File: src/rtl/gcr_pkg.sv
package gcr_pkg;
    localparam int CODE_W      = 5;
    localparam int NIB_W       = 4;
    localparam int BYTE_W      = 8;
    localparam int IN_BYTES    = 5;
    localparam int OUT_BYTES   = 4;
    localparam int GROUP_W     = IN_BYTES * BYTE_W;
    localparam int OUT_W       = OUT_BYTES * BYTE_W;
    localparam int N_CODES     = GROUP_W / CODE_W;
    localparam int SLOT_W      = $clog2(IN_BYTES);
    localparam int ADDR_W      = 3;
    localparam int STAGED_W    = (IN_BYTES - 1) * BYTE_W;

    localparam logic [ADDR_W-1:0] OFF_LOAD = 3'd0;
    localparam logic [ADDR_W-1:0] OFF_STAT = 3'd4;

    typedef struct packed {
        logic [OUT_W-1:0] dec;
        logic             ready;
        logic             err;
    } dec_state_t;
endpackage

File: src/rtl/gcr_slot_seq.sv
module gcr_slot_seq
    import gcr_pkg::*;
#(
    parameter int N = IN_BYTES
) (
    input  logic              clk,
    input  logic              rst_n,
    input  logic              adv,
    input  logic              clr,
    output logic [SLOT_W-1:0] slot,
    output logic [N-2:0]      load_en,
    output logic              wrap
);
    localparam logic [SLOT_W-1:0] LAST = SLOT_W'(N - 1);

    logic [SLOT_W-1:0] slot_d, slot_q;

    always_comb begin
        slot_d = slot_q;
        if (clr)
            slot_d = '0;
        else if (adv)
            slot_d = (slot_q == LAST) ? '0 : slot_q + 1'b1;
    end

    always_ff @(posedge clk or negedge rst_n) begin
        if (!rst_n) slot_q <= '0;
        else        slot_q <= slot_d;
    end

    generate
        for (genvar k = 0; k < N - 1; k++) begin : g_en
            assign load_en[k] = adv && !clr && (slot_q == SLOT_W'(k));
        end
    endgenerate

    assign wrap = adv && !clr && (slot_q == LAST);
    assign slot = slot_q;
endmodule

File: src/rtl/gcr_stage.sv
module gcr_stage
    import gcr_pkg::*;
#(
    parameter int DEPTH = IN_BYTES - 1
) (
    input  logic                    clk,
    input  logic                    rst_n,
    input  logic [DEPTH-1:0]        load_en,
    input  logic [BYTE_W-1:0]       din,
    output logic [DEPTH*BYTE_W-1:0] staged
);
    generate
        for (genvar k = 0; k < DEPTH; k++) begin : g_byte
            logic [BYTE_W-1:0] b_d, b_q;

            always_comb begin
                b_d = b_q;
                if (load_en[k]) b_d = din;
            end

            always_ff @(posedge clk or negedge rst_n) begin
                if (!rst_n) b_q <= '0;
                else        b_q <= b_d;
            end

            assign staged[DEPTH*BYTE_W-1-k*BYTE_W -: BYTE_W] = b_q;
        end
    endgenerate
endmodule

File: src/rtl/gcr_nibble_rom.sv
module gcr_nibble_rom
    import gcr_pkg::*;
(
    input  logic [CODE_W-1:0] code,
    output logic [NIB_W-1:0]  nib,
    output logic              bad
);
    always_comb begin
        bad = 1'b0;
        case (code)
            5'b01010: nib = 4'h0;
            5'b01011: nib = 4'h1;
            5'b10010: nib = 4'h2;
            5'b10011: nib = 4'h3;
            5'b01110: nib = 4'h4;
            5'b01111: nib = 4'h5;
            5'b10110: nib = 4'h6;
            5'b10111: nib = 4'h7;
            5'b01001: nib = 4'h8;
            5'b11001: nib = 4'h9;
            5'b11010: nib = 4'hA;
            5'b11011: nib = 4'hB;
            5'b01101: nib = 4'hC;
            5'b11101: nib = 4'hD;
            5'b11110: nib = 4'hE;
            5'b10101: nib = 4'hF;
            default: begin
                nib = 4'h0;
                bad = 1'b1;
            end
        endcase
    end
endmodule

File: src/rtl/gcr_group_decoder.sv
module gcr_group_decoder
    import gcr_pkg::*;
(
    input  logic              clk,
    input  logic              rst_n,
    input  logic              bus_cs,
    input  logic              bus_we,
    input  logic [ADDR_W-1:0] bus_addr,
    input  logic [BYTE_W-1:0] bus_wdata,
    output logic [BYTE_W-1:0] bus_rdata
);
    logic                load_wr, stat_wr, wrap;
    logic [SLOT_W-1:0]   slot;
    logic [IN_BYTES-2:0] load_en;
    logic [STAGED_W-1:0] staged;
    logic [GROUP_W-1:0]  group;
    logic [OUT_W-1:0]    dec_word;
    logic [N_CODES-1:0]  bad_vec;
    dec_state_t          st_d, st_q;

    assign load_wr = bus_cs && bus_we && (bus_addr == OFF_LOAD);
    assign stat_wr = bus_cs && bus_we && (bus_addr == OFF_STAT);

    gcr_slot_seq #(.N(IN_BYTES)) u_seq (
        .clk     (clk),
        .rst_n   (rst_n),
        .adv     (load_wr),
        .clr     (stat_wr),
        .slot    (slot),
        .load_en (load_en),
        .wrap    (wrap)
    );

    gcr_stage #(.DEPTH(IN_BYTES - 1)) u_stage (
        .clk     (clk),
        .rst_n   (rst_n),
        .load_en (load_en),
        .din     (bus_wdata),
        .staged  (staged)
    );

    assign group = {staged, bus_wdata};

    generate
        for (genvar i = 0; i < N_CODES; i++) begin : g_rom
            gcr_nibble_rom u_rom (
                .code (group[GROUP_W-1-i*CODE_W -: CODE_W]),
                .nib  (dec_word[OUT_W-1-i*NIB_W -: NIB_W]),
                .bad  (bad_vec[i])
            );
        end
    endgenerate

    always_comb begin
        st_d = st_q;
        if (stat_wr) begin
            st_d.ready = 1'b0;
            st_d.err   = 1'b0;
        end else if (wrap) begin
            st_d.dec   = dec_word;
            st_d.ready = 1'b1;
            st_d.err   = st_q.err | (|bad_vec);
        end
    end

    always_ff @(posedge clk or negedge rst_n) begin
        if (!rst_n) st_q <= '0;
        else        st_q <= st_d;
    end

    always_comb begin
        bus_rdata = '0;
        if (bus_addr < ADDR_W'(OUT_BYTES))
            bus_rdata = st_q.dec[OUT_W-1-int'(bus_addr)*BYTE_W -: BYTE_W];
        else if (bus_addr == OFF_STAT)
            bus_rdata = {st_q.ready, st_q.err, {(BYTE_W-2-SLOT_W){1'b0}}, slot};
    end
endmodule

File: config.mk
export PLATFORM = sky130hd
export DESIGN_NAME = gcr_group_decoder
export DESIGN_NICKNAME = d
export VERILOG_FILES = /design/src/rtl/gcr_pkg.sv /design/src/rtl/gcr_slot_seq.sv /design/src/rtl/gcr_stage.sv /design/src/rtl/gcr_nibble_rom.sv /design/src/rtl/gcr_group_decoder.sv
export SDC_FILE = /design/constraint.sdc
export NUM_CORES = 1
export LEC_CHECK = 0
export ABC_AREA = 1
export BUFFER_PORTS_ARGS = -buffer_cell sky130_fd_sc_hd__buf_2
export CORE_AREA = 2 2 103 105
export DETAILED_ROUTE_END_ITERATION = 8
export DIE_AREA = 0 0 105 107
export PLACE_DENSITY = 0.65
export SLEW_MARGIN = 10
export SYNTH_ARGS = -nofsm -noshare
export SYNTH_HDL_FRONTEND = slang
export SYNTH_SLANG_ARGS = --single-unit
File: constraint.sdc
create_clock -name clk -period 4.01 [get_ports clk]
set_input_delay 0.401 -clock clk [delete_from_list [all_inputs] [get_ports clk]]
set_output_delay 0.401 -clock clk [all_outputs]
set_load 0.005 [all_outputs]
==> impl_metrics.yaml <==
status:
  outcome: "finished, final reports clean"
synthesis:
  yosysTopAreaCell: "dfrtp_1"
  synth_top_family_by_area: "simple AND/OR/NAND/NOR gates"
  synth_compound_area_share_pct: 21.38
  synth.distinct_cells: 37
  yosysSeqAreaShare_pct: 39.71
  synth_area_um2: 4348
  synthXorXnorAreaFrac_pct: 0.2014
  yosys_warnings: 0
  muxShareOfSynthArea_pct: 0
  syn_inst: 608
  synth_area_leaders: "dfrtp_1, nand2_1, o21ai_0"
  synthSimpleGateAreaFrac_pct: 26.73
  synth_fp_nets: 628
  synth_seq_cells: 69
  synthAdderAreaFrac_pct: 1.439
  synth_area_per_cell_um2: 7.151
  synth_top_area_share_pct: 39.71
sta:
  grt_setup_unrepaired: "false"
  hold_violations: 0
  fmax_mhz: 477.4
  fin_setup_tns_ns: 0
  drv_slew: 0
  slew_headroom_pct: 42.59
  setup_viol: 0
  finalCritPeriodShare_pct: 52.24
  worst-slew-pin-transition_ns: 0.8611
  period_minus_slack_ns: 2.095
  skew_ns: 0.008205
place:
  portBuffers: 22
  dpl.hpwl_um: 8362
  place_congestion: 0.8715
cts:
  ctsResizeCount: 0
  clkTransAtPathRegs_ns: 0.07
  cts_hold_buf: 0
  cts_buffers: 9
  clockBufferDepth: 2
  clockRootBuffer: "clkbuf_8"
  cts_tree: "yes"
  cts_sinks: 69
  h-tree-depth: 3
  clk_latency_ns: 0.35
  cts_setup_buffers: 0
global_routing:
  grt_use_met2_pct: 33.21
  grt_pass1_vias: 3760
  busiest_layer: "met2"
  grt_overflow_total: 0
  grt_util_met1_pct: 28.86
  grt_pass1_wl_um: 18440
  grt_use_total_pct: 20.76
  grtUsageMet3_pct: 3.465
  antenna_found_initial: 0
  grt_max_degree: 40
die:
  die-height_um: 107
  initial_utilization_pct: 43.08
  ios: 23
  die_w_um: 105
  coreArea_um2: 10090
  dieArea_um2: 11240
  num_rows: 37
setup_path:
  cpMostUsedCell: "buf_2"
  crit_family: "buffers and inverters"
  cp_cell_sequence: "buf_2 -> inv_1 -> o21ai_0 -> a21oi_1 -> o32ai_1 -> buf_2"
  critPathCaptureType: "output pin"
  start_kind: "input pin"
  critPathSlowestCell: "buf_2"
  cp_data_arrival_time_ns: 1.69
  critPathKind: "input pin to output pin"
  path_max_fanout: 21
  critPathRequiredTime_ns: 3.61
  slowest_delay_ns: 0.30
  critPathBufInv: 3
layout:
  area_growth_pct: 7.856
  drive_gt1_share_pct: 10.83
  fill_cells: 1064
  finalNetCount: 643
  diodes: 0
  postLayoutCoreUtil_pct: 46.47
drt:
  drt-initial-drc-count: 432
  dr.pass1.iters: 5
  routed_via_density: 5.322
  avgRoutedWirePerCell_um: 14.49
  via_count: 4066
  drc: 0
  drt-total-wl_um: 11070
  ant_nets: 0
power_and_ir_drop:
  ir_drop_v: 0.0002097
  power.density_nw_per_um2: 483.1
  p_leak_nw: 2.285
min_path:
  worst_hold_path_type: "input pin to asynchronous set/reset pin"
job:
  maxCapViolCount: 0
[final timing paths]
path                       slack, ns                  endpoint     startpoint  depth (start not counted)
min                             0.16                  st_q[19]          rst_n                          1
min reg2reg                     0.49                   st_q[6]        st_q[6]                          2
max reg2reg                     2.19                  st_q[24]  u_seq.slot[0]                          7
max                             1.92              bus_rdata[1]    bus_addr[0]                          6
max in group asynchronous       2.93  u_stage.g_byte[3].b_q[3]          rst_n                          2
min in group clk                0.41             u_seq.slot[0]         bus_we                          4
[sequential cells by signal, summed over array words and instances, names as in the netlist]
name,cells
u_seq.slot,3
u_stage.g_byte.b_q,32
st_q,34
[synth_stat cells, drive strengths merged]
library cell	instances
a21o	1
a21oi	37
a221oi	2
a22oi	2
a31oi	15
buf	16
clkbuf	4
dfrtp	69
ha	5
inv	83
nand2	148
nand3	29
nand4	11
nor2	73
nor3	2
nor4	3
o2111ai	3
o211ai	1
o21ai	95
o221ai	1
o22ai	4
o31ai	2
o32ai	1
xor2	1
[cells in the final DEF (no fill, tap or decap), types with 8 or more instances in the layout]
| master | n |
|---|---|
| o21ai_0 | 63 |
| buf_2 | 22 |
| o21ai_1 | 24 |
| nand2_1 | 145 |
| nand3_1 | 27 |
| nor2_1 | 65 |
| clkbuf_8 | 10 |
| a31oi_1 | 15 |
| a21oi_1 | 36 |
| o21ai_2 | 8 |
| nand4_1 | 11 |
| inv_1 | 78 |
| dfrtp_1 | 69 |
[routing by layer]
metal,up-vias,wire [µm]
li1,2045,-
met2,100,5017
met4,0,163
met3,13,540
met1,1908,5349
met5,-,0
[per-stage QoR]
step | setup WS, ns | std cells | hold slack [ns] | power [mW] | instance area [µm²]
6_report | 1.915 | 764 | 0.1553 | 2.266 | 4690
4_1_cts | 1.951 | 764 | 0.1851 | 2.274 | 4690
3_5_place_dp | 1.946 | 748 | 0.4725 | 1.703 | 4497
5_1_grt | 1.802 | 764 | 0.2344 | 2.434 | 4690
3_3_place_gp | 1.986 | 748 | 0.4718 | 1.679 | 4497
2_1_floorplan | 2.501 | 608 | 0.1054 | 1.503 | 4348
[where the power goes]
part | internal, mW | total, mW | switching (mW)
combinational | 0.213 | 0.593 | 0.380
clock | 0.303 | 0.566 | 0.263
sequential | 0.898 | 1.11 | 0.208
[logic make-up after synthesis]
family	count (synthesis)
AND/OR/NAND/NOR	266
XOR/XNOR	1
AO/OA/AOI/OAI	164
adder cells (fa/ha/maj)	5
buffers and inverters	103
flip-flops	69
[final cells by class]
cell class | instances | area, µm² | area share (%)
repair buffers | 24 | 125.1 | 2.668
multi-input cells | 436 | 2163 | 46.13
inverters | 83 | 311.5 | 6.644
clock buffers | 12 | 145.1 | 3.095
clock inverters | 4 | 47.55 | 1.014
flip-flops and latches | 69 | 1727 | 36.82
well taps | 136 | 170.2 | 3.629
Power figures use the tool's default switching activity.
